--- src/rtl/lpc_pkg.sv ---
package lpc_pkg;

  typedef enum logic [1:0] {
    MODE_ACTIVE = 2'd0,
    MODE_WAKING = 2'd1,
    MODE_AUTO_DN = 2'd2,
    MODE_MAN_DN = 2'd3
  } lpc_mode_e;

  // pump runs while powering up and while active
  function automatic logic mode_pump_on(lpc_mode_e m);
    return (m == MODE_ACTIVE) || (m == MODE_WAKING);
  endfunction

  // drivers only once settled
  function automatic logic mode_drv_on(lpc_mode_e m);
    return m == MODE_ACTIVE;
  endfunction

  // standard receivers are cut only by the manual control
  function automatic logic mode_rxo_on(lpc_mode_e m);
    return m != MODE_MAN_DN;
  endfunction

  function automatic logic mode_is_down(lpc_mode_e m);
    return (m == MODE_AUTO_DN) || (m == MODE_MAN_DN);
  endfunction

endpackage

--- src/rtl/lpc_sync_bank.sv ---
module lpc_sync_bank #(
  parameter int W = 1,
  parameter logic [W-1:0] RST_VAL = '0
) (
  input  logic         clk,
  input  logic         rst_n,
  input  logic [W-1:0] d,
  output logic [W-1:0] q
);
  logic [W-1:0] stg1;
  logic [W-1:0] stg2;

  for (genvar i = 0; i < W; i++) begin : g_bit
    always_ff @(posedge clk or negedge rst_n) begin
      if (!rst_n) begin
        stg1[i] <= RST_VAL[i];
        stg2[i] <= RST_VAL[i];
      end else begin
        stg1[i] <= d[i];
        stg2[i] <= stg1[i];
      end
    end
  end

  assign q = stg2;
endmodule

--- src/rtl/lpc_edge_det.sv ---
module lpc_edge_det #(
  parameter int W = 1
) (
  input  logic         clk,
  input  logic         rst_n,
  input  logic [W-1:0] lvl,
  output logic         any_chg
);
  logic [W-1:0] prev;

  always_ff @(posedge clk or negedge rst_n) begin
    if (!rst_n) prev <= '0;
    else        prev <= lvl;
  end

  assign any_chg = |(lvl ^ prev);
endmodule

--- src/rtl/lpc_idle_timer.sv ---
module lpc_idle_timer #(
  parameter int unsigned IDLE_CYCLES = 100,
  localparam int CW = $clog2(IDLE_CYCLES + 1)
) (
  input  logic clk,
  input  logic rst_n,
  input  logic clear,     // line activity or force-on
  input  logic hold_set,  // manual powerdown sets the timeout state
  output logic timed_out
);
  logic [CW-1:0] cnt;

  always_ff @(posedge clk or negedge rst_n) begin
    if (!rst_n) begin
      cnt       <= CW'(IDLE_CYCLES);
      timed_out <= 1'b0;
    end else if (clear) begin
      cnt       <= CW'(IDLE_CYCLES);
      timed_out <= 1'b0;
    end else if (hold_set) begin
      cnt       <= '0;
      timed_out <= 1'b1;
    end else if (cnt == CW'(1)) begin
      cnt       <= '0;
      timed_out <= 1'b1;
    end else if (cnt != '0) begin
      cnt <= cnt - CW'(1);
    end
  end
endmodule

--- src/rtl/lpc_mode_ctrl.sv ---
module lpc_mode_ctrl
  import lpc_pkg::*;
#(
  parameter int unsigned WAKE_CYCLES = 16,
  localparam int WW = $clog2(WAKE_CYCLES + 1)
) (
  input  logic      clk,
  input  logic      rst_n,
  input  logic      manual,
  input  logic      timed_out,
  input  logic      supply_ok,
  output lpc_mode_e mode,
  output logic      ready
);
  lpc_mode_e     mode_n;
  logic [WW-1:0] wcnt, wcnt_n;
  logic          ready_n;

  always_comb begin
    mode_n = mode;
    wcnt_n = wcnt;
    if (manual) begin
      mode_n = MODE_MAN_DN;
    end else if (timed_out) begin
      mode_n = MODE_AUTO_DN;
    end else begin
      unique case (mode)
        MODE_MAN_DN, MODE_AUTO_DN: begin
          mode_n = MODE_WAKING;
          wcnt_n = WW'(WAKE_CYCLES - 1);
        end
        MODE_WAKING: begin
          if (wcnt == '0) mode_n = MODE_ACTIVE;
          else            wcnt_n = wcnt - WW'(1);
        end
        default: mode_n = MODE_ACTIVE;
      endcase
    end
    // ready tracks the next mode so it drops with the pump
    ready_n = mode_pump_on(mode_n) && (ready || supply_ok);
  end

  always_ff @(posedge clk or negedge rst_n) begin
    if (!rst_n) begin
      mode  <= MODE_ACTIVE;
      wcnt  <= '0;
      ready <= 1'b0;
    end else begin
      mode  <= mode_n;
      wcnt  <= wcnt_n;
      ready <= ready_n;
    end
  end
endmodule

--- src/rtl/line_pwr_ctrl.sv ---
module line_pwr_ctrl
  import lpc_pkg::*;
#(
  parameter int N_TX = 3,
  parameter int N_RX = 5,
  parameter int unsigned IDLE_CYCLES = 32'd3_000_000_000,
  parameter int unsigned WAKE_CYCLES = 10_000
) (
  input  logic            clk,
  input  logic            rst_n,
  input  logic [N_TX-1:0] tx_lines,
  input  logic [N_RX-1:0] rx_lines,
  input  logic            force_off_n,
  input  logic            force_on,
  input  logic            supply_good,
  output logic            pump_en,
  output logic            tx_drv_en,
  output logic            rx_out_en,
  output logic            mon_rx_en,
  output logic            ready
);
  localparam int NL = N_TX + N_RX;

  logic [NL-1:0] line_lvl;
  logic [2:0]    ctl_lvl;
  logic          foff_lvl, fon_lvl, sg_lvl;
  logic          line_edge, timer_clear, timed_out;
  lpc_mode_e     mode;

  lpc_sync_bank #(.W(NL), .RST_VAL('0)) u_line_sync (
    .clk(clk), .rst_n(rst_n), .d({tx_lines, rx_lines}), .q(line_lvl)
  );

  // bit 0 force_off_n (idles high), bit 1 force_on, bit 2 supply_good
  lpc_sync_bank #(.W(3), .RST_VAL(3'b001)) u_ctl_sync (
    .clk(clk), .rst_n(rst_n), .d({supply_good, force_on, force_off_n}), .q(ctl_lvl)
  );

  assign foff_lvl = ctl_lvl[0];
  assign fon_lvl  = ctl_lvl[1];
  assign sg_lvl   = ctl_lvl[2];

  lpc_edge_det #(.W(NL)) u_edge (
    .clk(clk), .rst_n(rst_n), .lvl(line_lvl), .any_chg(line_edge)
  );

  assign timer_clear = line_edge | fon_lvl;

  lpc_idle_timer #(.IDLE_CYCLES(IDLE_CYCLES)) u_timer (
    .clk(clk), .rst_n(rst_n), .clear(timer_clear), .hold_set(~foff_lvl),
    .timed_out(timed_out)
  );

  lpc_mode_ctrl #(.WAKE_CYCLES(WAKE_CYCLES)) u_mode (
    .clk(clk), .rst_n(rst_n), .manual(~foff_lvl), .timed_out(timed_out),
    .supply_ok(sg_lvl), .mode(mode), .ready(ready)
  );

  assign pump_en   = mode_pump_on(mode);
  assign tx_drv_en = mode_drv_on(mode);
  assign rx_out_en = mode_rxo_on(mode);
  assign mon_rx_en = 1'b1;
endmodule

--- config.mk ---
export PLATFORM = sky130hd
export DESIGN_NAME = line_pwr_ctrl
export DESIGN_NICKNAME = d
export VERILOG_FILES = /design/src/rtl/lpc_pkg.sv /design/src/rtl/lpc_sync_bank.sv /design/src/rtl/lpc_edge_det.sv /design/src/rtl/lpc_idle_timer.sv /design/src/rtl/lpc_mode_ctrl.sv /design/src/rtl/line_pwr_ctrl.sv
export SDC_FILE = /design/constraint.sdc
export NUM_CORES = 1
export LEC_CHECK = 0
export ABC_AREA = 1
export BUFFER_PORTS_ARGS = -buffer_cell sky130_fd_sc_hd__buf_2
export CORE_MARGIN = 3
export CORE_UTILIZATION = 55
export CTS_CLUSTER_DIAMETER = 80
export DETAILED_ROUTE_END_ITERATION = 8
export PLACE_DENSITY = 0.77
export SLEW_MARGIN = 20
export SYNTH_ARGS = -nofsm -noshare
export SYNTH_HDL_FRONTEND = slang
export SYNTH_SLANG_ARGS = --single-unit
export TNS_END_PERCENT = 30
--- constraint.sdc ---
create_clock -name clk -period 3.5 [get_ports clk]
set_input_delay 0.35 -clock clk [delete_from_list [all_inputs] [get_ports clk]]
set_output_delay 0.35 -clock clk [all_outputs]
set_load 0.1 [all_outputs]
==> results of run 1 <==
final timing paths:
check	to	cells past startpoint
max in group asynchronous	u_timer.cnt[27]	1
min in group asynchronous	u_mode.wcnt[12]	1
max reg2reg	u_mode.wcnt[13]	9
max	u_mode.wcnt[13]	9
min reg2reg	u_line_sync.q[1]	0
min	u_ctl_sync.stg1[0]	1
Yosys cell counts, drive strengths merged:
library cell	instances
nand2	92
o21ai	21
dfstp	14
nor3	17
xnor2	4
o21bai	3
conb	1
and3	1
nand4	14
o211a	3
or2	3
a211oi	2
xor2	1
buf	6
inv	75
a21oi	21
o21a	4
nand3b	4
dfrtp	66
nor2	101
a31oi	5
ha	4
nand3	33
o211ai	1
metrics by stage:
| stage | hold WS (ps) | power (W) | std cells | util | worst slack [ps] |
|---|---|---|---|---|---|
| 6_report | 86.43 | 0.001802 | 621 | 0.6222 | 1408 |
| 5_1_grt | 61.47 | 0.001882 | 621 | 0.6222 | 1155 |
| 4_1_cts | 71.39 | 0.001823 | 621 | 0.6222 | 1419 |
| 3_5_place_dp | 334.7 | 0.001101 | 605 | 0.5933 | 1454 |
| 3_3_place_gp | 331.7 | 0.001096 | 605 | 0.5933 | 1496 |
| 2_1_floorplan | 54.41 | 0.001063 | 496 | - | 942.3 |
cell type report:
type,count,share of cell area
clock inverters,7,0.01903
well taps,99,0.02730
multi-input cells,335,0.3993
flip-flops and latches,80,0.4451
repair buffers,16,0.01820
clock buffers,9,0.02730
inverters,75,0.06371
sequential cells by signal (all words and copies together) (netlist names):
signal             cells
u_timer.cnt           32
u_mode.wcnt           14
u_edge.prev            8
u_line_sync.q          8
u_line_sync.stg1       8
u_ctl_sync.q           3
u_ctl_sync.stg1        3
u_mode.mode            2
u_mode.ready           1
u_timer.timed_out      1
routing by layer:
layer | track usage | vias up | share of wire
met5 | 0 | - | 0
met4 | 0.06838 | 0 | 0.020
met3 | 0.04747 | 16 | 0.048
met2 | 0.3335 | 92 | 0.48
met1 | 0.2688 | 1550 | 0.45
li1 | - | 1635 | -
power by group:
| group | switching, W | internal (W) |
|---|---|---|
| clock | 0.000374 | 0.000346 |
| combinational | 0.0000825 | 0.0000300 |
| sequential | 0.0000163 | 0.000953 |
worst register-to-register path: cells and delay by family (launching register included):
family | cells | cell delay, ps
flops | 1 | 530
buf+inv | 3 | 240
simple gates | 6 | 1260
cells by family after synthesis:
kind of cell               share of synthesized area
DFF                                           0.4838
buffers and inverters                        0.08213
and+or+nand+nor                               0.3246
adders and majority gates                    0.01199
AOI/OAI and AO/OA                            0.08603
xor gates and xnor gates                     0.01049
other                                      0.0008984
==> impl_summary.txt, run 1 <==
----------------------------------------------------
[Synth]
  Synth unique cells ... 43
  Average cell area after synthesis ... 8.415 um2
  Largest area contributor in the synthesized netlist ... sky130_fd_sc_hd__dfrtp_1
  Sequential-to-total area share from yosys stat ... 0.4838
  Netlist area before placement ... 0.004174 mm2
  Post-synthesis register bit count ... 80
  Post-Synthesis Cells ... 496
  Dominant cells by area after synthesis ... sky130_fd_sc_hd__dfrtp_1 (40%), sky130_fd_sc_hd__dfstp_2 (8.8%), sky130_fd_sc_hd__nand2_1 (7.5%)
  Total number of yosys warnings ... 0
  Post-synth net total ... 513
  Top-area cell type share of the netlist area ... 0.3957

[Run status]
  Status ... completed

[CTS]
  Clock tree from TritonCTS ... yes
  Number of buffers created by CTS ... 9
  Clk slew on worst S/H paths ... 90 ps
  Setup fix buffers added after clock tree synthesis ... 0
  CTS sink cnt ... 80
  Longest Clk Path Bufs ... 2
  Cell chosen for the clock root ... sky130_fd_sc_hd__clkbuf_8
  Skew-Pair Late Insertion Delay ... ~360 ps
  Count of H-tree levels built during CTS ... 3
  Post-cts resize count ... 0
  Post-cts hold buffer count ... 0

[Layout]
  Area growth from synthesis to final layout ... 8.693%
  Most frequent standard cell in the layout excluding fill and tap cells ... sky130_fd_sc_hd__nand2_1
  Share of final-layout standard cells stronger than drive strength 1 ... 0.1743
  Multi-input gate area in the final layout ... 0.001812 mm2
  Antenna Diode Count ... 0
  Most frequent cells in the layout ... sky130_fd_sc_hd__nand2_1 (83), sky130_fd_sc_hd__nor2_1 (81), sky130_fd_sc_hd__inv_1 (70), sky130_fd_sc_hd__dfrtp_1 (66), sky130_fd_sc_hd__nand3_1 (29)
  Footprint of the flip-flops and latches ... 0.002019 mm2
  Nets@finish ... 534
  Filler cell count ... approximately 660
  Area of all placed cells without fillers ... 0.004537 mm2

[Global route]
  Total global routing track utilization ... 0.2041
  Remaining global-route overflow ... 0
  Via count of the first global-routing pass ... 3181
  Largest net degree at the start of global routing ... 81
  Global-route wire length before repair ... 14220 um
  Initial antenna violation count ... 0

[Floorplan]
  Core area ... around 0.0073 mm2
  Die width ... between 90 and 100 um
  Number of core rows ... 31
  Total I/O pin count ... 18
  Die area ... ~0.0087 mm2
  Die extent in y ... a little over 90 um
  Starting utilization of the core area ... 0.5724

[Timing]
  Final critical-path share of the clock period ... 0.5977
  Final Skew ... 15.31 ps
  Setup repair after global routing missed its margin ... no
  Total Negative Setup Slacks ... 0 ps
  Final max-slew violation count ... 0
  Transition time at the pin with the least slew margin ... 962.3 ps
  Endpoints failing hold ... 0
  Final setup violation count ... 0
  Worst slew slack as a fraction of its limit ... 0.3585
  Maximum operating frequency ... between 0.4 and 0.5 GHz
  Crit path time final ... 2092 ps

[Critical path]
  Worst setup EP type ... flip-flop
  Worst-path maximum fanout ... 20
  Start point of the critical path ... u_ctl_sync.q[0]
  Kind of critical path ... flip-flop to flip-flop
  Worst EP arrival ... 2380 ps
  Crit path max-delay family ... simple AND/OR/NAND/NOR gates
  CP max stage delay ... approximately 530 ps
  Critical path launch point type ... flip-flop
  FF-to-FF setup slack ... 1410 ps
  Slowest stage cell, crit path ... sky130_fd_sc_hd__dfstp_2
  Worst r2r src ... u_ctl_sync.q[0]
  Worst path cell trace ... inv_1, nor2_1, inv_2, nor2_4, inv_2, nand2_1, nand3_1, or2_2, nand2_1
  Crit path required time ... 3790 ps
  Buffering stage count on the worst path with inverters included ... 3

[Place]
  DP Area ... 0.004327 mm2
  Sum of net half-perimeters after detailed placement ... around 5600 um
  Port buffer count ... 16
  RD Place Congestion ... 0.9168

[Min path]
  Tightest Hold Check Type ... primary input to flip-flop
  Hold_sp ... force_off_n

[Routing]
  Via count ... between 3000 and 4000
  Via density per instance ... 5.303
  TritonRoute pass-1 iters ... 5
  Detailed-route wire length ... 7943 um
  DRC violations left ... 0
  Final routed wire length divided by cell count ... between 10 and 15 um
  Detailed router's first-iteration violation count ... 225
  Number of nets with antenna violations after detailed routing ... 0

[Pwr]
  Cell leakage power ... 2.208 nW
  Pwr per Cell Area ... 397.2 mW/mm2
  Worst supply voltage drop on vdd ... 0.3168 mV

[Flow run]
  Number of max-cap violations ... 0

----------------------------------------------------
(Power assumes the default switching activity.)
==> run 2, diff against run 1 <==
--- a/config.mk
+++ b/config.mk
@@ -5,13 +5,13 @@
 export SDC_FILE = /design/constraint.sdc
 export NUM_CORES = 1
 export LEC_CHECK = 0
-export ABC_AREA = 1
+export ABC_AREA = 0
 export BUFFER_PORTS_ARGS = -buffer_cell sky130_fd_sc_hd__buf_2
 export CORE_MARGIN = 3
 export CORE_UTILIZATION = 55
 export CTS_CLUSTER_DIAMETER = 80
 export DETAILED_ROUTE_END_ITERATION = 8
-export PLACE_DENSITY = 0.77
+export PLACE_DENSITY = 0.78
 export SLEW_MARGIN = 20
 export SYNTH_ARGS = -nofsm -noshare
 export SYNTH_HDL_FRONTEND = slang
==> constraint.sdc (replaced) <==
create_clock -name clk -period 2.2 [get_ports clk]
set_input_delay 0.22 -clock clk [delete_from_list [all_inputs] [get_ports clk]]
set_output_delay 0.22 -clock clk [all_outputs]
set_load 0.1 [all_outputs]
==> run 2 against run 1 <==
  * Combinational power up 49%
  * Sequential power up 59%
  * Power up 64%
  * Cell area down 2.4%
  * Largest cell class unchanged
==> impl_summary.txt, run 2 <==
----------------------------------------------------
[Synth]
  Netlist area before placement ... 0.003691 mm2
  Total number of yosys warnings ... 0
  Sequential-to-total area share from yosys stat ... 0.5471
  Largest family of logic cells by synthesized area ... simple AND/OR/NAND/NOR gates
  Post-Synthesis Cells ... approximately 340
  Synth unique cells ... 53
  Fraction of synthesized area in multiplexers ... 0.002712
  Most frequent cells after synthesis ... sky130_fd_sc_hd__dfrtp_1 (66), sky130_fd_sc_hd__nor2_1 (31), sky130_fd_sc_hd__nand2_1 (20)
  Most common flop cell mapped by yosys ... sky130_fd_sc_hd__dfrtp_1
  Proportion of register bits with asynchronous set or reset after synthesis ... 1.000
  Largest area contributor in the synthesized netlist ... sky130_fd_sc_hd__dfrtp_1
  Number of synthesized flops with an enable pin ... 0
  Area share of fa/ha/maj cells after synthesis ... 0.01356
  Xor/xnor share of the synthesized area ... 0.06881
  Post-Synth Simple-Gate Area ... 0.2369
  Synth Area in Compound Gates ... 0.1041
  Top-area cell type share of the netlist area ... 0.4475
  Post-synthesis register bit count ... 80
  Count leader, synth ... sky130_fd_sc_hd__dfrtp_1
  Average cell area after synthesis ... 11.02 um2
  Post-synth net total ... 352
  Dominant cells by area after synthesis ... sky130_fd_sc_hd__dfrtp_1 (45%), sky130_fd_sc_hd__dfstp_2 (10%), sky130_fd_sc_hd__xor2_1 (3.6%)

[Timing]
  Worst slew slack as a fraction of its limit ... 0.6577
  Crit path time final ... 2171 ps
  Final max-slew violation count ... 0
  Final critical-path share of the clock period ... 0.9867
  Endpoints failing hold ... 0
  Smallest hold slack ... about 330 ps
  Final setup violation count ... 0
  Final Skew ... ~19 ps
  Transition time at the pin with the least slew margin ... slightly above 500 ps
  Setup repair after global routing missed its margin ... yes
  Setup slack of the critical path after layout ... around 29 ps
  Maximum operating frequency ... 0.4607 GHz

[Global route]
  Via count of the first global-routing pass ... about 2800
  Total global routing track utilization ... 0.2187
  Initial antenna violation count ... 0
  Largest net degree at the start of global routing ... 34
  Global-route wire length before repair ... roughly 13000 um
  Remaining global-route overflow ... 0

[Layout]
  Biggest regs ... u_timer.cnt x32, u_mode.wcnt x14
  Antenna Diode Count ... 0
  Filler cell count ... 451
  Most frequent cells in the layout ... sky130_fd_sc_hd__dfrtp_1 (66), sky130_fd_sc_hd__nor2_1 (30), sky130_fd_sc_hd__buf_4 (28), sky130_fd_sc_hd__nand2_1 (20)
  Area growth from synthesis to final layout ... 19.97%
  Largest register by flop count ... u_timer.cnt
  Nets@finish ... 410
  Most frequent standard cell in the layout excluding fill and tap cells ... sky130_fd_sc_hd__dfrtp_1
  Share of final-layout standard cells stronger than drive strength 1 ... 0.2613
  Flip-flop count of the largest register after layout ... 32

[Routing]
  Via count ... roughly 2800
  Detailed router's first-iteration violation count ... 235
  Final routed wire length divided by cell count ... about 16 um
  Via density per instance ... 5.924
  DRC violations left ... 0
  Detailed-route wire length ... 7762 um
  Number of nets with antenna violations after detailed routing ... 0
  TritonRoute pass-1 iters ... 4

[Place]
  Sum of net half-perimeters after detailed placement ... 5298 um
  RD Place Congestion ... 0.8230
  Port buffer count ... 16
  Pre-CTS worst setup slack ... 39.22 ps

[Floorplan]
  Starting utilization of the core area ... 0.5747
  Die area ... 0.007730 mm2
  Number of core rows ... 29
  Core area ... 0.006422 mm2
  Die extent in y ... 87.92 um
  Die width ... 87.92 um
  Total I/O pin count ... 18

[Critical path]
  Worst r2r src ... u_timer.cnt[18]
  Worst path cell trace ... or4_4, or4_4, o311ai_4, buf_12, a21oi_1
  Buffering stage count on the worst path with inverters included ... 1
  Crit path required time ... 2430 ps
  Start point of the critical path ... u_timer.cnt[18]
  Worst-path maximum fanout ... 20
  Critical path launch point type ... flip-flop
  Worst setup EP type ... flip-flop
  Worst EP arrival ... 2400 ps
  Kind of critical path ... flip-flop to flip-flop
  CP max stage delay ... 580 ps
  Slowest stage cell, crit path ... sky130_fd_sc_hd__or4_4
  Critical path's most frequent cell ... sky130_fd_sc_hd__or4_4
  Crit path max-delay family ... simple AND/OR/NAND/NOR gates

[CTS]
  Skew-Pair Late Insertion Delay ... 370 ps
  Number of buffers created by CTS ... 9
  Clk slew on worst S/H paths ... 100 ps
  Longest Clk Path Bufs ... 2
  CTS sink cnt ... 80
  Clock tree from TritonCTS ... yes
  Cell chosen for the clock root ... sky130_fd_sc_hd__clkbuf_8
  Count of H-tree levels built during CTS ... 3

[Pwr]
  Pwr per Cell Area ... 665.8 mW/mm2
  Worst supply voltage drop on vdd ... approximately 0.73 mV
  Cell leakage power ... 1.821 nW

[Run status]
  Status ... completed

[Min path]
  Tightest Hold Check Type ... primary input to asynchronous set/reset pin

[Flow run]
  Number of max-cap violations ... 0

----------------------------------------------------
-- run 2: logic make-up (layout without fill, tap and decap cells) --
family          Yosys count  in the layout
other cells               1              1
fa+ha+maj                 4              4
compound gates           55             55
flops                    80             80
mux                       1              1
simple gates            147            147
xor+xnor                 29             29
buf+inv                  18             81
-- run 2: routing by layer --
metal  part of all wire  vias to the layer above  global-route usage
li1                   -                     1333                   -
met1               0.44                     1394              0.2927
met2               0.49                       70              0.3479
met3              0.045                       17             0.04233
met4              0.021                        0             0.09623
met5                  0                        -                   0
-- run 2: final cells by class --
cell class | instances | area [um2] | area share
clock buffer | 9 | 123.9 | 0.02797
clock inverter | 7 | 106.4 | 0.02402
inverter | 8 | 30.03 | 0.006782
multi-input combinational | 237 | 1607 | 0.3628
sequential | 80 | 2019 | 0.4561
tap | 77 | 96.34 | 0.02176
timing repair buffer | 57 | 445.4 | 0.1006
-- run 2: path summary, 6_finish.rpt --
kind / cells after the start / slack [ps] / end
hold reg to reg: 0 / 350 / u_line_sync.q[7]
setup / recovery: 5 / 30 / u_timer.cnt[17]
hold / removal: 2 / 330 / u_mode.wcnt[9]
setup reg to reg: 5 / 30 / u_timer.cnt[17]
max in group asynchronous: 3 / 1160 / u_timer.cnt[11]
min in group clk: 0 / 350 / u_line_sync.q[7]
-- run 2: report_power, final --
group	total (W)	internal [W]	switching, W
Clock	0.00124	0.000661	0.000582
Sequential	0.00154	0.00151	0.0000264
Combinational	0.000168	0.0000617	0.000106
-- run 2: stage by stage --
step           instance area [um2]  std cells  TNS [ps]  total power, W    util
6_report                      4428        475         0        0.002948  0.6895
5_1_grt                       4428        475    -173.5        0.003071  0.6895
4_1_cts                       4384        472         0        0.002971  0.6826
3_5_place_dp                  4034        444         0        0.001719  0.6281
3_3_place_gp                  4034        444         0        0.001710  0.6281
2_1_floorplan                 3694        335         0        0.001643       -
-- run 2: repair_timing --
item,CTS,global route
endpoints found under the setup margin,0,24
hold endpoints to repair,34,0
hold buffers,12,0
resized for setup,0,4
setup buffers,0,3
-- run 2: worst reg2reg max path, cell delays in order, from the launching register on --
cell and delay [ps]:
sky130_fd_sc_hd__dfrtp_1 400, sky130_fd_sc_hd__or4_4 580, sky130_fd_sc_hd__or4_4 470, sky130_fd_sc_hd__o311ai_4 330, sky130_fd_sc_hd__buf_12 220, sky130_fd_sc_hd__a21oi_1 60
==> run 3, diff against run 2 <==
--- a/config.mk
+++ b/config.mk
@@ -5,13 +5,13 @@
 export SDC_FILE = /design/constraint.sdc
 export NUM_CORES = 1
 export LEC_CHECK = 0
-export ABC_AREA = 0
+export ABC_AREA = 1
 export BUFFER_PORTS_ARGS = -buffer_cell sky130_fd_sc_hd__buf_2
 export CORE_MARGIN = 3
 export CORE_UTILIZATION = 55
 export CTS_CLUSTER_DIAMETER = 80
 export DETAILED_ROUTE_END_ITERATION = 8
-export PLACE_DENSITY = 0.78
+export PLACE_DENSITY = 0.77
 export SLEW_MARGIN = 20
 export SYNTH_ARGS = -nofsm -noshare
 export SYNTH_HDL_FRONTEND = slang
==> run 3 against run 2 <==
  * Sequential share of layout area shrank 2.9 points
  * Sequential cell count did not move
  * Clock-buffer cell count unchanged
  * Wire length rose by 8.2%
  * Die area increased by 12%
  * Clock power is essentially flat
  * Clock skew fell by 4.9 ps
  * Fmax is 8.5% higher
  * Cell area rose by 6.9%
  * Largest power group unchanged
  * Cell count up 34%
==> impl_summary.txt, run 3 (synthesized netlist as in run 1, its figures left out) <==
----------------------------------------------------
[Run status]
  Status ... completed

[Place]
  DP Area ... 0.004379 mm2
  Placed cell count ... 610
  Pre-CTS worst setup slack ... 260.9 ps
  RD Place Congestion ... 0.9336
  Port buffer count ... 16
  Sum of net half-perimeters after detailed placement ... 5996 um

[Timing]
  Final critical-path share of the clock period ... 0.9093
  Maximum operating frequency ... between 0.4 and 0.5 GHz
  Final Skew ... 13.66 ps
  Setup repair after global routing missed its margin ... no
  Crit path time final ... 2000 ps
  Total Negative Setup Slacks ... 0 ps
  Setup slack of the critical path after layout ... 199.6 ps
  Endpoints failing hold ... 0
  Final setup violation count ... 0
  Final max-slew violation count ... 0

[Critical path]
  Critical path's most frequent cell ... sky130_fd_sc_hd__nor2_1
  Crit path max-delay family ... simple AND/OR/NAND/NOR gates
  Buffering stage count on the worst path with inverters included ... 1
  CP max stage delay ... 410 ps
  Worst EP arrival ... 2300 ps
  Worst setup EP type ... flip-flop
  Worst path cell trace ... inv_1, ha_1, nand2_1, nor2_1, nand3b_1, o21ai_0, nand2_1, nor2_1, nor2_1, nor2_2
  Critical path launch point type ... flip-flop
  Crit path required time ... 2500 ps
  Kind of critical path ... flip-flop to flip-flop
  Worst-path maximum fanout ... 5
  Slowest stage cell, crit path ... sky130_fd_sc_hd__dfrtp_1

[CTS]
  CTS sink cnt ... 80
  Clock tree from TritonCTS ... yes
  Longest Clk Path Bufs ... 2
  Clk slew on worst S/H paths ... 90 ps
  Count of H-tree levels built during CTS ... 3
  Cell chosen for the clock root ... sky130_fd_sc_hd__clkbuf_8
  Skew-Pair Late Insertion Delay ... about 360 ps
  Number of buffers created by CTS ... 9

[Floorplan]
  Die extent in y ... 93.12 um
  Die area ... 0.008670 mm2
  Die width ... 93.12 um
  Starting utilization of the core area ... 0.5724
  Total I/O pin count ... 18
  Number of core rows ... 31
  Core area ... 0.007292 mm2

[Routing]
  Detailed router's first-iteration violation count ... 133
  Via count ... between 3000 and 4000
  Detailed-route wire length ... 8401 um
  TritonRoute pass-1 iters ... 4
  Via density per instance ... about 5.2
  Number of nets with antenna violations after detailed routing ... 0
  DRC violations left ... 0
  Final routed wire length divided by cell count ... around 13 um

[Min path]
  Tightest Hold Check Type ... primary input to asynchronous set/reset pin

[Layout]
  Nets@finish ... between 500 and 600
  Number of cells in the finished layout apart from fillers ... 638
  Area growth from synthesis to final layout ... 13.37%
  Antenna Diode Count ... 0
  Filler cell count ... 632
  Most frequent standard cell in the layout excluding fill and tap cells ... sky130_fd_sc_hd__nand2_1
  Flip-flop count of the largest register after layout ... 32
  Largest register by flop count ... u_timer.cnt
  Biggest regs ... u_timer.cnt x32, u_mode.wcnt x14
  Area of all placed cells without fillers ... 0.004732 mm2
  Share of final-layout standard cells stronger than drive strength 1 ... 0.1818
  Most frequent cells in the layout ... sky130_fd_sc_hd__nand2_1 (82), sky130_fd_sc_hd__nor2_1 (80), sky130_fd_sc_hd__inv_1 (70), sky130_fd_sc_hd__dfrtp_1 (66), sky130_fd_sc_hd__nand3_1 (29)

[Global route]
  Global-route wire length before repair ... 14680 um
  Via count of the first global-routing pass ... 3273
  Remaining global-route overflow ... 0
  Total global routing track utilization ... 0.2155
  Initial antenna violation count ... 0
  Largest net degree at the start of global routing ... 49

[Pwr]
  Pwr per Cell Area ... 634.8 mW/mm2
  Cell leakage power ... between 2 and 2.5 nW
  Worst supply voltage drop on vdd ... 0.5492 mV
  Power, Total ... 0.003004 W

[Flow run]
  Number of max-cap violations ... 0

----------------------------------------------------
[run 3: cell count changes in the layout (fill, tap and decap cells not counted), moves of 9 or more]
cell                      before  now
sky130_fd_sc_hd__inv_1         7   70
sky130_fd_sc_hd__xnor2_1      14    4
sky130_fd_sc_hd__buf_4        28    5
sky130_fd_sc_hd__nor2_2        1   11
sky130_fd_sc_hd__nand2_1      20   82
sky130_fd_sc_hd__a21oi_1      10   19
sky130_fd_sc_hd__nor2_1       30   80
sky130_fd_sc_hd__or3_1        13    0
sky130_fd_sc_hd__nand3_1      12   29
sky130_fd_sc_hd__xor2_1       15    1
[run 3: area by class of cell]
class / count / area [um2] / share of cell area
timing repair buffer: 33 / 252.7 / 0.05341
tap: 99 / 123.9 / 0.02618
clock inverter: 7 / 106.4 / 0.02247
sequential: 80 / 2019 / 0.4268
clock buffer: 9 / 123.9 / 0.02618
multi-input combinational: 335 / 1817 / 0.3839
inverter: 75 / 289.0 / 0.06108
[run 3: worst paths after layout]
kind,from,to,slack (ps),cells past startpoint
max,u_timer.cnt[0],u_timer.cnt[28],200,10
min,rst_n,u_timer.cnt[0],350,2
max reg2reg,u_timer.cnt[0],u_timer.cnt[28],200,10
min reg2reg,u_line_sync.stg1[4],u_line_sync.q[4],360,0
max in group asynchronous,rst_n,u_ctl_sync.stg1[0],1190,3
min in group clk,u_line_sync.stg1[4],u_line_sync.q[4],360,0
[run 3: timing repair]
action / 4_1_cts / 5_1_grt
gates resized for setup: 0 / 1
hold endpoints to repair: 36 / 0
buffers inserted: 0 / 0
hold buffers: 12 / 0
setup endpoints to repair: 0 / 1
[run 3: power by group]
group	total, W	internal (W)	switching (W)	leakage [nW]
combinational	0.000204	0.0000685	0.000136	1.22
clock	0.00126	0.000663	0.000593	0.117
sequential	0.00154	0.00152	0.0000265	0.961
total	0.00300	0.00225	0.000756	2.30
[run 3: through the flow]
| stage | hold WS [ps] | util |
|---|---|---|
| 2_1_floorplan | -75.59 | - |
| 3_3_place_gp | 205.1 | 0.6005 |
| 3_5_place_dp | 203.5 | 0.6005 |
| 4_1_cts | 356.1 | 0.6486 |
| 5_1_grt | 365.1 | 0.6489 |
| 6_report | 351.6 | 0.6489 |
[run 3: layer usage]
metal  GRT usage  vias to the layer above  wire (um)
met1      0.2793                     1579       3854
met5           0                        -          0
met3     0.05551                       18        380
met2      0.3419                       76       3964
li1            -                     1668          -
met4     0.09524                        0        202
